<file path="config.mk">
export PLATFORM = sky130hd
export DESIGN_NAME = hazard_fwd_unit
export DESIGN_NICKNAME = d
export VERILOG_FILES = /design/src/rtl/hzd_pkg.sv /design/src/rtl/hzd_fwd_pick.sv /design/src/rtl/hzd_loaduse.sv /design/src/rtl/hzd_front_ctrl.sv /design/src/rtl/hazard_fwd_unit.sv
export SDC_FILE = /design/constraint.sdc
export NUM_CORES = 1
export LEC_CHECK = 0
export ABC_AREA = 1
export ABC_CLOCK_PERIOD_IN_PS = 1900
export BUFFER_PORTS_ARGS = -buffer_cell sky130_fd_sc_hd__buf_2
export CAP_MARGIN = 25
export CORE_MARGIN = 3
export CORE_UTILIZATION = 48
export DETAILED_ROUTE_END_ITERATION = 6
export PLACE_DENSITY = 0.91
export SLEW_MARGIN = 20
export SYNTH_ARGS = -nofsm -noshare
export SYNTH_HDL_FRONTEND = slang
export SYNTH_SLANG_ARGS = --single-unit
</file>
<file path="constraint.sdc">
create_clock -name vclk -period 1.9
set_clock_uncertainty 0.05 [all_clocks]
set_input_delay 0.38 -clock vclk [all_inputs]
set_output_delay 0.38 -clock vclk [all_outputs]
set_load 0.005 [all_outputs]
</file>
<file path="src/rtl/hzd_pkg.sv">
package hzd_pkg;
    typedef enum logic [1:0] {
        FWD_RF  = 2'b00,
        FWD_WB  = 2'b01,
        FWD_MEM = 2'b10
    } fwd_sel_e;
endpackage

</file>
<file path="src/rtl/hzd_fwd_pick.sv">
module hzd_fwd_pick #(
    parameter int AW = 5
) (
    input  logic [AW-1:0] src_i,
    input  logic [AW-1:0] mem_rd_i,
    input  logic          mem_wen_i,
    input  logic [AW-1:0] wb_rd_i,
    input  logic          wb_wen_i,
    output hzd_pkg::fwd_sel_e sel_o
);
    import hzd_pkg::*;

    logic src_live;
    logic hit_mem;
    logic hit_wb;

    assign src_live = (src_i != '0);
    assign hit_mem  = src_live && mem_wen_i && (mem_rd_i == src_i);
    assign hit_wb   = src_live && wb_wen_i  && (wb_rd_i  == src_i);

    always_comb begin
        unique case ({hit_mem, hit_wb})
            2'b10, 2'b11: sel_o = FWD_MEM;
            2'b01:        sel_o = FWD_WB;
            default:      sel_o = FWD_RF;
        endcase
    end
endmodule

</file>
<file path="src/rtl/hzd_loaduse.sv">
module hzd_loaduse #(
    parameter int AW = 5
) (
    input  logic [AW-1:0] id_rs_i,
    input  logic [AW-1:0] id_rt_i,
    input  logic [AW-1:0] ex_rd_i,
    input  logic          ex_wen_i,
    input  logic          ex_load_i,
    output logic          hit_o
);
    logic pending_load;

    assign pending_load = ex_load_i && ex_wen_i && (ex_rd_i != '0);
    assign hit_o = pending_load && ((ex_rd_i == id_rs_i) || (ex_rd_i == id_rt_i));
endmodule

</file>
<file path="src/rtl/hzd_front_ctrl.sv">
module hzd_front_ctrl (
    input  logic load_hit_i,
    input  logic br_taken_i,
    output logic stall_o,
    output logic bubble_o,
    output logic flush_o
);
    typedef enum logic [1:0] {
        FRONT_RUN   = 2'b00,
        FRONT_HOLD  = 2'b01,
        FRONT_CLEAR = 2'b10
    } front_act_e;

    front_act_e act;

    always_comb begin
        if (load_hit_i)      act = FRONT_HOLD;
        else if (br_taken_i) act = FRONT_CLEAR;
        else                 act = FRONT_RUN;
    end

    always_comb begin
        stall_o  = 1'b0;
        bubble_o = 1'b0;
        flush_o  = 1'b0;
        unique case (act)
            FRONT_HOLD: begin
                stall_o  = 1'b1;
                bubble_o = 1'b1;
            end
            FRONT_CLEAR: flush_o = 1'b1;
            default: ;
        endcase
    end
endmodule

</file>
<file path="src/rtl/hazard_fwd_unit.sv">
module hazard_fwd_unit #(
    parameter int AW = 5
) (
    input  logic [AW-1:0] id_rs_i,
    input  logic [AW-1:0] id_rt_i,
    input  logic [AW-1:0] ex_rs_i,
    input  logic [AW-1:0] ex_rt_i,
    input  logic [AW-1:0] ex_rd_i,
    input  logic          ex_wen_i,
    input  logic          ex_load_i,
    input  logic [AW-1:0] mem_rd_i,
    input  logic          mem_wen_i,
    input  logic [AW-1:0] wb_rd_i,
    input  logic          wb_wen_i,
    input  logic          id_br_taken_i,
    output logic [1:0]    fwd_a_o,
    output logic [1:0]    fwd_b_o,
    output logic          id_byp_a_o,
    output logic          id_byp_b_o,
    output logic          stall_o,
    output logic          bubble_o,
    output logic          flush_o
);
    import hzd_pkg::*;

    localparam int NOPS = 2;

    logic [NOPS-1:0][AW-1:0] ex_src;
    logic [NOPS-1:0][AW-1:0] id_src;
    fwd_sel_e                sel [NOPS];
    logic [NOPS-1:0]         byp;
    logic                    load_hit;

    assign ex_src[0] = ex_rs_i;
    assign ex_src[1] = ex_rt_i;
    assign id_src[0] = id_rs_i;
    assign id_src[1] = id_rt_i;

    for (genvar g = 0; g < NOPS; g++) begin : g_opnd
        hzd_fwd_pick #(.AW(AW)) u_pick (
            .src_i     (ex_src[g]),
            .mem_rd_i  (mem_rd_i),
            .mem_wen_i (mem_wen_i),
            .wb_rd_i   (wb_rd_i),
            .wb_wen_i  (wb_wen_i),
            .sel_o     (sel[g])
        );
        assign byp[g] = wb_wen_i && (wb_rd_i != '0) && (wb_rd_i == id_src[g]);
    end

    assign fwd_a_o    = sel[0];
    assign fwd_b_o    = sel[1];
    assign id_byp_a_o = byp[0];
    assign id_byp_b_o = byp[1];

    hzd_loaduse #(.AW(AW)) u_loaduse (
        .id_rs_i   (id_rs_i),
        .id_rt_i   (id_rt_i),
        .ex_rd_i   (ex_rd_i),
        .ex_wen_i  (ex_wen_i),
        .ex_load_i (ex_load_i),
        .hit_o     (load_hit)
    );

    hzd_front_ctrl u_front (
        .load_hit_i (load_hit),
        .br_taken_i (id_br_taken_i),
        .stall_o    (stall_o),
        .bubble_o   (bubble_o),
        .flush_o    (flush_o)
    );
endmodule

</file>
==> impl_metrics.py <==
metrics = {
    "critical_path": {
        "end_kind": "output pin",
        "worstPathArrival_ns": 1.22,
        "worstPathCellList": "buf_2, inv_1, nand2_1, nand3_1, or2_1, nor2_2, nor2_1, buf_2",
        "cp_max_fo": 3,
        "slowest_delay_ns": 0.25,
        "critPathTopFamily": "simple AND/OR/NAND/NOR gates",
        "critPathKind": "primary input to output pin",
        "critical_path_required_ns": 1.47,
        "crit_top_cell": "buf_2",
        "worst_setup_path_start_kind": "primary input",
        "path_buf_inv": 3,
        "critPathSlowestCell": "or2_1",
    },
    "yosys": {
        "syn_area_um2": 723,
        "syn_avg_cell_area_um2": 4.92,
        "synth_top_area_share": 0.213,
        "synth.most_common_cell": "nand2_1",
        "synth_cell_type_count": 21,
        "yosys-top-cells-area": "nand2_1 (21%), xnor2_1 (16%), inv_1 (13%)",
        "yosysSeqAreaShare": 0,
        "netlist_instances": 147,
        "synth_top_cell_by_area": "nand2_1",
        "synthTopCellsByCount": "nand2_1 (41), inv_1 (25), nor2_1 (24)",
        "yosysWarnings": 0,
        "syn_nets": 187,
    },
    "power": {
        "p_int_mw": 0.0881,
        "power.share.sequential": 0,
        "ir_drop_mv": 0.110,
        "p_leak_nw": 0.592,
        "finalPower_mw": 0.192,
        "power_frac_comb": 1.000,
        "p_clk_frac": 0,
        "p_sw_mw": 0.104,
        "powerDensity_mw_per_mm2": 200,
        "switching_share": 0.541,
    },
    "cells_and_area": {
        "design_area_um2": 960,
        "final_cells": 206,
        "fillers": 136,
        "register_area_um2": 0,
        "n_clock_buffer": 0,
        "layout-drive-gt1-share": 0.277,
        "post-route-util": 0.711,
        "seq_cells": 0,
        "nets": 233,
        "syn_to_final_growth_pct": 32.7,
        "antenna_cells": 0,
        "multi_input_area_um2": 598,
    },
    "global_route": {
        "grt.total_usage": 0.215,
        "grt_overflow": 0,
        "grt_pass1_vias": 870,
        "grt_pass1_wl_mm": 3.38,
        "antenna_found_initial": 0,
        "grt_max_degree": 7,
    },
    "die": {
        "io_pins": 49,
        "die_h_um": 44.8,
        "initial_utilization": 0.536,
        "placementRows": 13,
        "core-area_mm2": 0.00135,
        "chipWidth_um": 44.8,
        "dieArea_mm2": 0.00201,
    },
    "sta": {
        "fin_ws_ns": 0.251,
        "hold_viol": 0,
        "setup_viol": 0,
        "fin_setup_tns_ns": 0,
        "fin_crit_sh": 0.868,
        "hold_ws_ns": 0.988,
        "maxSlewHeadroom": 0.860,
        "fin_crit_ns": 1.65,
        "worst_pin_slew_ns": 0.208,
        "drv_slew": 0,
        "rsz0062_at_grt": "false",
        "fmax_ghz": 0.606,
    },
    "placement": {
        "io_buffer_count": 49,
        "place_area_um2": 960,
        "dp.final_hpwl_mm": 1.89,
        "dp_cells": 206,
        "pre_cts_ws_ns": 0.255,
        "gp_congestion": 0.825,
    },
    "route": {
        "drt_iter0_drc": 24,
        "wl_mm": 2.11,
        "avgRoutedWirePerCell_um": 10.2,
        "drt_pass1_iterations": 4,
        "drtAntennaViolNets": 0,
        "drc": 0,
        "via_count": 1002,
        "post_drt_via_cell_ratio": 4.86,
    },
    "clock_network": {
        "postCtsSetupBuffers": 0,
        "cts_resized": 0,
        "cts.hold.buffers_added": 0,
    },
    "worst_hold_path": {
        "hp-class": "primary input to output pin",
    },
    "outcome": {
        "run_status": "finished, final reports clean",
    },
    "job": {
        "cap_violations": 0,
    },
}
path summary, 6_finish.rpt:
path / start / endpoint / slack (ns) / cells after the start
setup / recovery: ex_rs_i[4] / fwd_a_o[0] / 0.25 / 8
hold / removal: id_br_taken_i / flush_o / 0.99 / 4
cell usage in the layout, fill, tap and decap left out:
master | Yosys | routed
a21oi_1 | 4 | 4
buf_2 | 4 | 49
inv_1 | 25 | 25
inv_2 | 1 | 1
nand2_1 | 41 | 41
nand3_1 | 10 | 10
nand3b_1 | 2 | 2
nand4_1 | 2 | 2
nor2_1 | 24 | 24
nor2_2 | 1 | 1
nor3_1 | 2 | 2
nor3_2 | 1 | 1
nor4_2 | 1 | 1
o211ai_1 | 2 | 2
o21ai_0 | 4 | 4
o22ai_1 | 2 | 2
or2_0 | 1 | 1
or2_1 | 1 | 1
xnor2_1 | 13 | 13
xor2_1 | 5 | 5
area by class of cell:
type	count	share of cell area
Multi-Input combinational cell	116	0.623
Timing Repair Buffer	49	0.256
Tap cell	15	0.0196
Inverter	26	0.102
power groups by stage:
| stage | Combinational [mW] | Clock (mW) | Sequential [mW] |
|---|---|---|---|
| global placement | 0.185 | 0 | 0 |
| CTS | 0.191 | 0 | 0 |
| global route | 0.217 | 0 | 0 |
| floorplan | 0.113 | 0 | 0 |
| detailed placement | 0.190 | 0 | 0 |
| finish | 0.192 | 0 | 0 |
logic make-up (layout without fill, tap and decap cells):
family	count (synthesis)	in the layout	synth area share
AO/OA/AOI/OAI	12	12	0.0934
XOR/XNOR	18	18	0.218
buffers and inverters	31	75	0.173
AND/OR/NAND/NOR	86	86	0.516
metal layers:
metal | global-route usage | routed length [um] | vias to the layer above
li1 | - | - | 542
met1 | 0.264 | 921 | 429
met2 | 0.436 | 1050 | 31
met3 | 0 | 132 | 0
met4 | 0 | 0 | 0
met5 | 0 | 0 | -
(Power assumes the default switching activity.)
